<file path="config.mk">
export PLATFORM = sky130hd
export DESIGN_NAME = synth_loader
export DESIGN_NICKNAME = d
export VERILOG_FILES = /design/src/rtl/synth_loader_pkg.sv /design/src/rtl/synth_loader_regs.sv /design/src/rtl/synth_loader_clkdiv.sv /design/src/rtl/synth_loader_shifter.sv /design/src/rtl/synth_loader_seq.sv /design/src/rtl/synth_loader.sv
export SDC_FILE = /design/constraint.sdc
export NUM_CORES = 1
export LEC_CHECK = 0
export ABC_AREA = 1
export BUFFER_PORTS_ARGS = -buffer_cell sky130_fd_sc_hd__buf_2
export CAP_MARGIN = 10
export CORE_MARGIN = 10
export CORE_UTILIZATION = 58
export DETAILED_ROUTE_END_ITERATION = 16
export HOLD_SLACK_MARGIN = 0.03
export PLACE_DENSITY_LB_ADDON = 0.25
export REMOVE_ABC_BUFFERS = 1
export SKIP_CTS_REPAIR_TIMING = 1
export SYNTH_ARGS = -nofsm -noshare
export SYNTH_HDL_FRONTEND = slang
export SYNTH_SLANG_ARGS = --single-unit
</file>
<file path="constraint.sdc">
create_clock -name clk -period 1.6 [get_ports clk]
set_input_delay 0.4 -clock clk [delete_from_list [all_inputs] [get_ports clk]]
set_output_delay 0.4 -clock clk [all_outputs]
set_load 0.02 [all_outputs]
</file>
<file path="src/rtl/synth_loader_pkg.sv">
package synth_loader_pkg;

  typedef enum logic [1:0] {
    ST_IDLE  = 2'd0,
    ST_SHIFT = 2'd1,
    ST_LATCH = 2'd2
  } seq_state_t;

  // control byte layout, LSB first: edge, direction, polarity, timing, target
  typedef struct packed {
    logic [1:0] target;
    logic       hold;
    logic       act_high;
    logic       lsb_first;
    logic       fall_edge;
  } ctrl_t;

  localparam int CTRL_W = $bits(ctrl_t);
  localparam int SEL_W  = 2;

endpackage

</file>
<file path="src/rtl/synth_loader_regs.sv">
module synth_loader_regs
  import synth_loader_pkg::*;
#(
  parameter int WORD_W = 32,
  parameter int ADDR_W = 3
) (
  input  logic              clk,
  input  logic              rst_n,
  input  logic              wr_en,
  input  logic              rd_en,
  input  logic [ADDR_W-1:0] addr,
  input  logic [7:0]        wdata,
  output logic [7:0]        rdata,
  input  logic              busy,
  input  logic              finish,
  output logic [WORD_W-1:0] word,
  output ctrl_t             ctrl,
  output logic              start_go
);
  localparam int NBYTES  = WORD_W / 8;
  localparam int A_CTRL  = NBYTES;
  localparam int A_START = NBYTES + 1;
  localparam int A_STAT  = NBYTES + 2;

  logic [WORD_W-1:0] data_q;
  ctrl_t             ctrl_q;
  logic              done_q;
  logic              wr_ok;
  logic              stat_rd;
  logic [7:0]        rd_val;

  assign wr_ok    = wr_en && !busy;
  assign stat_rd  = rd_en && (addr == ADDR_W'(A_STAT));
  assign start_go = wr_ok && (addr == ADDR_W'(A_START)) && wdata[0];
  assign word     = data_q;
  assign ctrl     = ctrl_q;

  always_ff @(posedge clk or negedge rst_n) begin
    if (!rst_n) begin
      data_q <= '0;
    end else if (wr_ok) begin
      for (int b = 0; b < NBYTES; b++) begin
        if (addr == ADDR_W'(b)) data_q[b*8 +: 8] <= wdata;
      end
    end
  end

  always_ff @(posedge clk or negedge rst_n) begin
    if (!rst_n) ctrl_q <= '0;
    else if (wr_ok && addr == ADDR_W'(A_CTRL)) ctrl_q <= ctrl_t'(wdata[CTRL_W-1:0]);
  end

  always_ff @(posedge clk or negedge rst_n) begin
    if (!rst_n)       done_q <= 1'b0;
    else if (finish)  done_q <= 1'b1;
    else if (stat_rd) done_q <= 1'b0;
  end

  always_comb begin
    rd_val = 8'h00;
    for (int b = 0; b < NBYTES; b++) begin
      if (addr == ADDR_W'(b)) rd_val = data_q[b*8 +: 8];
    end
    if (addr == ADDR_W'(A_CTRL)) rd_val = 8'(ctrl_q);
    if (addr == ADDR_W'(A_STAT)) rd_val = {6'b0, done_q, busy};
  end

  always_ff @(posedge clk or negedge rst_n) begin
    if (!rst_n) rdata <= 8'h00;
    else        rdata <= rd_en ? rd_val : 8'h00;
  end


  finish_sets_done_chk: assert property (@(posedge clk) disable iff (!rst_n)
    finish |=> done_q);


  locked_regs_chk: assert property (@(posedge clk) disable iff (!rst_n)
    (busy && wr_en) |=> ($stable(data_q) && $stable(ctrl_q)));

endmodule

</file>
<file path="src/rtl/synth_loader_clkdiv.sv">
module synth_loader_clkdiv #(
  parameter int DIV = 128
) (
  input  logic clk,
  input  logic rst_n,
  input  logic run,
  output logic second_half,
  output logic wrap
);
  localparam int CW   = $clog2(DIV);
  localparam int HALF = DIV / 2;

  logic [CW-1:0] cnt_q;

  always_ff @(posedge clk or negedge rst_n) begin
    if (!rst_n)                      cnt_q <= '0;
    else if (!run)                   cnt_q <= '0;
    else if (cnt_q == CW'(DIV - 1))  cnt_q <= '0;
    else                             cnt_q <= cnt_q + 1'b1;
  end

  assign second_half = (cnt_q >= CW'(HALF));
  assign wrap        = run && (cnt_q == CW'(DIV - 1));


  period_restart_chk: assert property (@(posedge clk) disable iff (!rst_n)
    (wrap && run) |=> (cnt_q == '0));

endmodule

</file>
<file path="src/rtl/synth_loader_shifter.sv">
module synth_loader_shifter #(
  parameter int WORD_W = 32
) (
  input  logic              clk,
  input  logic              rst_n,
  input  logic              load,
  input  logic [WORD_W-1:0] load_word,
  input  logic              step,
  input  logic              lsb_first,
  output logic              serial_bit,
  output logic              last_bit
);
  localparam int BW = $clog2(WORD_W);

  logic [WORD_W-1:0] sh_q;
  logic [BW-1:0]     idx_q;

  always_ff @(posedge clk or negedge rst_n) begin
    if (!rst_n) begin
      sh_q  <= '0;
      idx_q <= '0;
    end else if (load) begin
      sh_q  <= load_word;
      idx_q <= '0;
    end else if (step) begin
      sh_q  <= lsb_first ? (sh_q >> 1) : (sh_q << 1);
      idx_q <= idx_q + 1'b1;
    end
  end

  assign serial_bit = lsb_first ? sh_q[0] : sh_q[WORD_W-1];
  assign last_bit   = (idx_q == BW'(WORD_W - 1));

endmodule

</file>
<file path="src/rtl/synth_loader_seq.sv">
module synth_loader_seq
  import synth_loader_pkg::*;
#(
  parameter int N_SYNTH = 3
) (
  input  logic               clk,
  input  logic               rst_n,
  input  logic               start_go,
  input  logic               wrap,
  input  logic               second_half,
  input  logic               last_bit,
  input  logic               serial_bit,
  input  ctrl_t              ctrl,
  output logic               busy,
  output logic               finish,
  output logic               load,
  output logic               step,
  output logic               sclk,
  output logic               sdata,
  output logic [N_SYNTH-1:0] strobe
);
  seq_state_t state_q, state_d;
  logic       strobe_on;
  logic       word_end;

  assign word_end = (state_q == ST_SHIFT) && wrap && last_bit;

  always_comb begin
    state_d = state_q;
    case (state_q)
      ST_IDLE:  if (start_go) state_d = ST_SHIFT;
      ST_SHIFT: if (word_end) state_d = ctrl.hold ? ST_IDLE : ST_LATCH;
      ST_LATCH: if (wrap)     state_d = ST_IDLE;
      default:                state_d = ST_IDLE;
    endcase
  end

  always_ff @(posedge clk or negedge rst_n) begin
    if (!rst_n) state_q <= ST_IDLE;
    else        state_q <= state_d;
  end

  assign busy      = (state_q != ST_IDLE);
  assign finish    = (word_end && ctrl.hold) || ((state_q == ST_LATCH) && wrap);
  assign load      = start_go;
  assign step      = (state_q == ST_SHIFT) && wrap;
  assign sclk      = (state_q == ST_SHIFT) ? (ctrl.fall_edge ^ second_half) : ctrl.fall_edge;
  assign sdata     = (state_q == ST_SHIFT) && serial_bit;
  assign strobe_on = (state_q == ST_LATCH) || ((state_q == ST_SHIFT) && ctrl.hold);

  for (genvar i = 0; i < N_SYNTH; i++) begin : g_strobe
    assign strobe[i] = (strobe_on && ctrl.target == SEL_W'(i)) ? ctrl.act_high : !ctrl.act_high;
  end


  one_strobe_chk: assert property (@(posedge clk) disable iff (!rst_n)
    $countones(strobe ^ {N_SYNTH{!ctrl.act_high}}) <= 1);


  data_hold_chk: assert property (@(posedge clk) disable iff (!rst_n)
    (busy && $past(busy) && !$past(step)) |-> $stable(sdata));


  busy_drop_chk: assert property (@(posedge clk) disable iff (!rst_n)
    $fell(busy) |-> $past(finish));

endmodule

</file>
<file path="src/rtl/synth_loader.sv">
module synth_loader
  import synth_loader_pkg::*;
#(
  parameter int  DIV     = 128,
  parameter int  WORD_W  = 32,
  parameter int  N_SYNTH = 3,
  localparam int ADDR_W  = $clog2(WORD_W / 8 + 3)
) (
  input  logic               clk,
  input  logic               rst_n,
  input  logic               reg_wr,
  input  logic               reg_rd,
  input  logic [ADDR_W-1:0]  reg_addr,
  input  logic [7:0]         reg_wdata,
  output logic [7:0]         reg_rdata,
  output logic               syn_clk,
  output logic               syn_data,
  output logic [N_SYNTH-1:0] syn_le
);
  logic              busy, finish, load, step, start_go;
  logic              second_half, wrap, serial_bit, last_bit;
  logic [WORD_W-1:0] word;
  ctrl_t             ctrl;

  synth_loader_regs #(.WORD_W(WORD_W), .ADDR_W(ADDR_W)) regs_i (
    .clk(clk), .rst_n(rst_n), .wr_en(reg_wr), .rd_en(reg_rd), .addr(reg_addr),
    .wdata(reg_wdata), .rdata(reg_rdata), .busy(busy), .finish(finish),
    .word(word), .ctrl(ctrl), .start_go(start_go)
  );

  synth_loader_clkdiv #(.DIV(DIV)) div_i (
    .clk(clk), .rst_n(rst_n), .run(busy), .second_half(second_half), .wrap(wrap)
  );

  synth_loader_shifter #(.WORD_W(WORD_W)) shf_i (
    .clk(clk), .rst_n(rst_n), .load(load), .load_word(word), .step(step),
    .lsb_first(ctrl.lsb_first), .serial_bit(serial_bit), .last_bit(last_bit)
  );

  synth_loader_seq #(.N_SYNTH(N_SYNTH)) seq_i (
    .clk(clk), .rst_n(rst_n), .start_go(start_go), .wrap(wrap),
    .second_half(second_half), .last_bit(last_bit), .serial_bit(serial_bit),
    .ctrl(ctrl), .busy(busy), .finish(finish), .load(load), .step(step),
    .sclk(syn_clk), .sdata(syn_data), .strobe(syn_le)
  );


  idle_bus_chk: assert property (@(posedge clk) disable iff (!rst_n)
    (!busy && !$past(busy)) |-> (!syn_data && syn_clk == ctrl.fall_edge));

endmodule

</file>
==> metrics.yaml, run 1 <==
run_status:
  run_status: "complete, but fails checks"
  violated_checks: "negative setup slack"
critical_path:
  timing.critical_path.slowest_stage_cell: "sky130_fd_sc_hd__dfrtp_1"
  crit_path_frequent_cell: "sky130_fd_sc_hd__nand2_2"
  worstSetupStartpointType: "flop"
  cp_cell_sequence: "inv_2 > nand2_4 > inv_4 > nand2_2 > nand2_2 > nand3_2 > xor2_2 > buf_6"
  end_kind: "primary output"
  worstPathMaxFanout: 3
  delay_of_the_slowest_cell_on_the_worst_path_ns: 0.43
  critical_setup_path_kind: "flop to primary output"
  r2r-start: "seq_i.state_q[1]"
  crit_required_ns: 1.20
  cp_data_arrival_time_ns: 1.56
  critical_path.startpoint: "seq_i.state_q[1]"
detailed_routing:
  route.detailed.wl_per_inst_um: 18.6
  viasPerCell: 5.84
  route.final.wire_length_um: 14000
  firstDrtPassIters: 6
  dr_total_vias: 4402
  ant_nets: 0
  drt_iter0_markers: 486
  route.detailed.drc: 0
power_and_ir_drop:
  design_power_total_mw: 9.31
  swShare_pct: 42.4
  vdd_ir_drop_max_mv: 1.09
  seqPwrFrac_pct: 46.7
  power.static_leakage_nw: 2.90
  power_switching_mw: 3.94
  combinationalPowerShare_pct: 36.2
  share_of_total_power_in_the_clock_network_pct: 17.1
  internal-power_mw: 5.36
  pwr_density_nw_per_um2: 1590
yosys:
  syn-cell-area_um2: 4740
  synth_sequential_area_ratio_pct: 49.1
  yosys-mux-area-fraction_pct: 0
  postSynthRegisterBits: 93
  synth_adder_area_share_pct: 0.793
  postSynthCellCount: 596
  synth-async-reset-ratio_pct: 100
  yosys.area_share.simple_pct: 34.5
  synth_enable_flop_cells: 0
  synth_cell_type_count: 29
  synth.avg_cell_area_um2: 7.95
  synth_warnings: 0
  ys.flop_type: "sky130_fd_sc_hd__dfrtp_1"
  dominant_combinational_cell_family_by_area_after_synthesis: "simple AND/OR/NAND/NOR gates"
  synth-xor-area-share_pct: 1.29
  synth_compound_gate_area_share_pct: 8.51
min_path:
  worst_hold_startpoint: "reg_rd"
  hold_path.class: "primary input to flop"
floorplanning:
  io-pin-count: 28
  dieArea_um2: 12200
  floorplan.die.height_um: 110
  floorplan.initialDensity_pct: 60.3
  dieWidth_um: 110
  design.core.area_um2: 7850
  std_cell_rows: 32
final_layout:
  area_delta_synth_final_pct: 24.0
  regArea_um2: 2330
  final_net_count: 665
  antenna_cells_inserted: 0
  drive_above_1_share_pct: 26.8
  multi_input_combinational_cell_area_um2: 2390
  most_common_cell_after_layout_fill_and_taps_aside: "sky130_fd_sc_hd__nand2_1"
  filler_cells: 566
  layout.cells.most_common_list: "172 x sky130_fd_sc_hd__nand2_1, 93 x sky130_fd_sc_hd__dfrtp_1, 86 x sky130_fd_sc_hd__nor2_1, 38 x sky130_fd_sc_hd__o21ai_0, 28 x sky130_fd_sc_hd__nand3_1"
  post_layout_nonfiller_instances: 754
timing:
  worstMarginPinSlew_ns: 0.422
  period_minus_slack_ns: 1.96
  slew-limit-headroom_pct: 71.5
  max_clock_freq_mhz: 511
  finalMaxSlewViolations: 0
  layout_worst_path_cycle_share_pct: 122
  final-setup-viol-count: 43
  timing_hold_violations_final: 0
  finClkSkew_ns: 0.0126
  unrepaired_setup_endpoints_after_global_routing: "true"
  final_critical_path_setup_slack_ns: -0.359
global_route:
  gr-usage-all-layers_pct: 20.2
  vias_in_the_first_global_route: 3928
  grt_pass1_wl_um: 19600
  number_of_antenna_violations_at_the_first_check_in_global_routing: 0
  overflow: 0
  grt_max_degree: 38
cts:
  clock_sinks: 93
  tritoncts.num_buffers: 9
  cts_tree: "done"
  clock_insertion_delay_worst_skew_ns: 0.37
  ctsRootBufferMaster: "sky130_fd_sc_hd__clkbuf_8"
  clkSlewWorstSetupHoldPaths_ns: 0.10
  maximum_level_of_the_cts_h_tree: 3
  clock_path_buffers: 2
flow_run:
  drv_cap: 0
place:
  detailed_place_hpwl_um: 8470
  place_inst: 721
  gpl_congestion: 0.971
  place.port_buffers: 27
## metrics by stage
stage	area, um2	hold WS, ns	setup WS (ns)	utilization, %	TNS (ns)
2_1_floorplan	4590	0.104	-0.814	-	-28.88
3_3_place_gp	5100	0.303	0.0443	64.9	0
3_5_place_dp	5100	0.305	-0.0729	64.9	-0.0816
4_1_cts	5300	-0.0903	-0.476	67.5	-2.00
5_1_grt	5870	0.322	-0.468	74.8	-7.87
6_report	5870	0.321	-0.359	74.8	-5.15
## registers in the layout, indices dropped and copies added, names as in the netlist
name           count
regs_i.rdata       8
shf_i.sh_q        32
regs_i.ctrl        6
shf_i.idx_q        5
div_i.cnt_q        7
seq_i.state_q      2
regs_i.word       32
regs_i.done_q      1
## power by group through the flow
stage,clock [mW],combinational [mW],sequential [mW]
detailed placement,0,2.84,4.26
finish,1.59,3.37,4.35
global route,1.71,3.82,4.43
floorplan,0,1.96,4.03
global placement,0,2.72,4.22
CTS,1.60,2.85,4.22
## synth_stat cells (3+ instances only)
| cell | instances | share of area, % |
|---|---|---|
| sky130_fd_sc_hd__nand2_2 | 5 | 0.66 |
| sky130_fd_sc_hd__nand4_1 | 4 | 0.53 |
| sky130_fd_sc_hd__dfrtp_1 | 93 | 49 |
| sky130_fd_sc_hd__inv_2 | 6 | 0.48 |
| sky130_fd_sc_hd__o21ai_0 | 41 | 4.3 |
| sky130_fd_sc_hd__buf_2 | 12 | 1.3 |
| sky130_fd_sc_hd__buf_4 | 4 | 0.63 |
| sky130_fd_sc_hd__nor2_4 | 4 | 0.95 |
| sky130_fd_sc_hd__inv_1 | 29 | 2.3 |
| sky130_fd_sc_hd__nor3_2 | 18 | 3.8 |
| sky130_fd_sc_hd__nor3_1 | 4 | 0.42 |
| sky130_fd_sc_hd__xor2_1 | 6 | 1.1 |
| sky130_fd_sc_hd__a21oi_1 | 6 | 0.63 |
| sky130_fd_sc_hd__nand3_1 | 36 | 3.8 |
| sky130_fd_sc_hd__buf_6 | 3 | 0.71 |
| sky130_fd_sc_hd__clkbuf_1 | 5 | 0.40 |
| sky130_fd_sc_hd__nor2_1 | 108 | 8.6 |
| sky130_fd_sc_hd__o22ai_2 | 9 | 2.4 |
| sky130_fd_sc_hd__o21ai_1 | 8 | 0.85 |
| sky130_fd_sc_hd__nand2_1 | 180 | 14 |
| sky130_fd_sc_hd__ha_1 | 3 | 0.79 |
## worst max-delay path, delay by kind of cell (launching register included)
kind | cells | cell delay [ns]
DFF | 1 | 0.43
buffers and inverters | 3 | 0.29
xor gates and xnor gates | 1 | 0.17
and+or+nand+nor | 4 | 0.29
## worst paths after layout
check / end / cells after the start / slack [ns]
max: syn_le[1] / 8 / -0.36
min: regs_i.rdata[7] / 2 / 0.32
max reg2reg: shf_i.idx_q[2] / 10 / -0.13
min reg2reg: regs_i.rdata[1] / 2 / 0.50
max in group asynchronous: shf_i.sh_q[27] / 3 / 0.59
min in group asynchronous: regs_i.rdata[0] / 2 / 0.45
## cell families after synthesis
group	after synthesis
XOR/XNOR	7
AND/OR/NAND/NOR	368
AO/OA/AOI/OAI	66
adder cells (fa/ha/maj)	3
buffers and inverters	59
flip-flops	93
## layout make-up
type / count / share of cell area (%)
clock inverters: 7 / 1.30
well taps: 102 / 2.17
repair buffers: 64 / 11.7
multi-input cells: 444 / 40.7
clock buffers: 9 / 2.11
flip-flops and latches: 93 / 39.6
inverters: 35 / 2.34
## routing by layer
layer	up-vias	routed length, um	GRT usage, %
met4	0	434	5.41
met5	-	0	0
li1	2005	-	-
met1	2120	5510	26.5
met2	225	6890	32.8
met3	52	1200	4.99
Note: power is estimated with default switching activity, not from simulation.
==> inputs of run 2 (changes only) <==
- ABC_AREA: 1 -> default
==> metrics.yaml, run 2 <==
cts:
  clock_insertion_delay_worst_skew_ns: 0.37
  clock_path_buffers: 2
  ctsRootBufferMaster: "sky130_fd_sc_hd__clkbuf_8"
  tritoncts.num_buffers: 9
  maximum_level_of_the_cts_h_tree: 3
  clkSlewWorstSetupHoldPaths_ns: 0.11
  cts_tree: "done"
  clock_sinks: 93
timing:
  final.hold.worst_slack_ns: 0.336
  final.setup.tns_ns: -7.28
  period_minus_slack_ns: 2.04
  slew-limit-headroom_pct: 75.5
  finalMaxSlewViolations: 0
  final-setup-viol-count: 69
  final_critical_path_setup_slack_ns: -0.436
  max_clock_freq_mhz: 491
  worstMarginPinSlew_ns: 0.368
  unrepaired_setup_endpoints_after_global_routing: "true"
  layout_worst_path_cycle_share_pct: 127
  finClkSkew_ns: 0.0172
  timing_hold_violations_final: 0
yosys:
  syn-cell-area_um2: 4880
  synthTopCellsByCount: "93 x sky130_fd_sc_hd__dfrtp_1, 39 x sky130_fd_sc_hd__mux2i_1, 38 x sky130_fd_sc_hd__mux2_2"
  post-synth-top-count-cell: "sky130_fd_sc_hd__dfrtp_1"
  synth_enable_flop_cells: 0
  synth_cell_type_count: 46
  post-synth-top-area-cell: "sky130_fd_sc_hd__dfrtp_1"
  synth-async-reset-ratio_pct: 100
  postSynthRegisterBits: 93
  postSynthCellCount: 421
  yosys.area.top_type_share_pct: 47.7
  ys.flop_type: "sky130_fd_sc_hd__dfrtp_1"
  synth.top_cells.by_area: "sky130_fd_sc_hd__dfrtp_1 48%, sky130_fd_sc_hd__mux2_2 8.8%, sky130_fd_sc_hd__mux2i_1 8.0%, sky130_fd_sc_hd__o311a_1 6.6%, sky130_fd_sc_hd__nand4_1 4.6%"
  synth.avg_cell_area_um2: 11.6
  synth_warnings: 0
  synth_sequential_area_ratio_pct: 47.7
final_layout:
  post_layout_nonfiller_instances: 588
  antenna_cells_inserted: 0
  most_common_cell_after_layout_fill_and_taps_aside: "sky130_fd_sc_hd__dfrtp_1"
  layout.cells.most_common_list: "90 x sky130_fd_sc_hd__dfrtp_1, 39 x sky130_fd_sc_hd__mux2i_1, 39 x sky130_fd_sc_hd__buf_4, 38 x sky130_fd_sc_hd__mux2_2, 36 x sky130_fd_sc_hd__nand4_1"
  fin_area_um2: 6000
  area_delta_synth_final_pct: 22.9
  final_net_count: 496
  multi_input_combinational_cell_area_um2: 2500
  filler_cells: 530
  drive_above_1_share_pct: 37.1
  postLayoutCoreUtil_pct: 73.0
  regArea_um2: 2330
place:
  place.port_buffers: 27
  place_inst: 555
  pre_cts_slack_ns: -0.211
  gpl_congestion: 0.857
  post_dp_cell_area_um2: 5390
  detailed_place_hpwl_um: 8740
global_route:
  grt_max_degree: 40
  vias_in_the_first_global_route: 3854
  grt_pass1_wl_um: 20700
  number_of_antenna_violations_at_the_first_check_in_global_routing: 0
  gr-usage-all-layers_pct: 20.0
  overflow: 0
power_and_ir_drop:
  power.static_leakage_nw: 2.58
  vdd_ir_drop_max_mv: 0.541
  design_power_total_mw: 4.24
  pwr_density_nw_per_um2: 707
critical_path:
  critical_path.startpoint: "seq_i.state_q[1]"
  crit_required_ns: 1.20
  r2r-start: "seq_i.state_q[0]"
  end_kind: "primary output"
  cp_data_arrival_time_ns: 1.64
  worstPathMaxFanout: 6
  critical_setup_path_kind: "flop to primary output"
  worstSetupStartpointType: "flop"
detailed_routing:
  ant_nets: 0
  route.detailed.drc: 0
  viasPerCell: 6.76
  route.detailed.wl_per_inst_um: 23.1
  route.final.wire_length_um: 13600
  firstDrtPassIters: 5
  dr_total_vias: 3972
  drt_iter0_markers: 340
min_path:
  worst_hold_startpoint: "reg_wdata[7]"
  hold_path.class: "primary input to flop"
run_status:
  violated_checks: "negative setup slack"
  run_status: "complete, but fails checks"
flow_run:
  drv_cap: 0
floorplanning:
  std_cell_rows: 33
  dieWidth_um: 112
  io-pin-count: 28
  floorplan.die.height_um: 112
  design.core.area_um2: 8220
  floorplan.initialDensity_pct: 59.4
  dieArea_um2: 12500
## run 2: path summary, 6_finish.rpt
path	depth (start not counted)	end	slack (ns)
setup / recovery	4	syn_le[0]	-0.44
hold / removal	2	regs_i.word[23]	0.34
setup reg to reg	6	regs_i.word[16]	-0.14
hold reg to reg	1	regs_i.word[6]	0.55
max in group asynchronous	3	regs_i.word[27]	0.56
min in group asynchronous	2	shf_i.sh_q[22]	0.49
## run 2: final cells by class
| class | count | area share [%] |
|---|---|---|
| timing repair buffer | 87 | 13.7 |
| tap | 105 | 2.19 |
| sequential | 93 | 38.9 |
| clock buffer | 9 | 2.06 |
| clock inverter | 7 | 1.25 |
| inverter | 5 | 0.313 |
| multi-input combinational | 282 | 41.6 |
## run 2: logic make-up (layout without fill, tap and decap cells)
| family | count (synthesis) | in the layout | share of synthesized area, % |
|---|---|---|---|
| AND/OR/NAND/NOR | 127 | 127 | 16.1 |
| adder cells (fa/ha/maj) | 3 | 3 | 0.769 |
| XOR/XNOR | 7 | 7 | 1.26 |
| AO/OA/AOI/OAI | 63 | 63 | 10.7 |
| flip-flops | 93 | 93 | 47.7 |
| buffers and inverters | 46 | 108 | 4.41 |
| multiplexers | 82 | 82 | 19.1 |
## run 2: worst max-delay path, stage by stage, from the launching register on
cell and delay (ns):
sky130_fd_sc_hd__dfrtp_2 0.46, sky130_fd_sc_hd__nand3b_1 0.26, sky130_fd_sc_hd__a211oi_2 0.24, sky130_fd_sc_hd__xnor2_1 0.14
sky130_fd_sc_hd__buf_4 0.16
## run 2: power by group
part / total (mW) / internal [mW] / switching (mW)
registers: 2.39 / 2.37 / 0.0198
clock network: 1.58 / 0.619 / 0.959
logic: 0.271 / 0.110 / 0.161
total: 4.24 / 3.10 / 1.14
## run 2: per-layer routing
metal | global-route usage, % | wire length, um | part of all wire [%] | vias up
li1 | - | - | - | 1748
met1 | 26.4 | 5730 | 42 | 2052
met2 | 32.7 | 6850 | 50 | 144
met3 | 3.49 | 708 | 5.2 | 28
met4 | 6.60 | 321 | 2.4 | 0
met5 | 0 | 0 | 0 | -
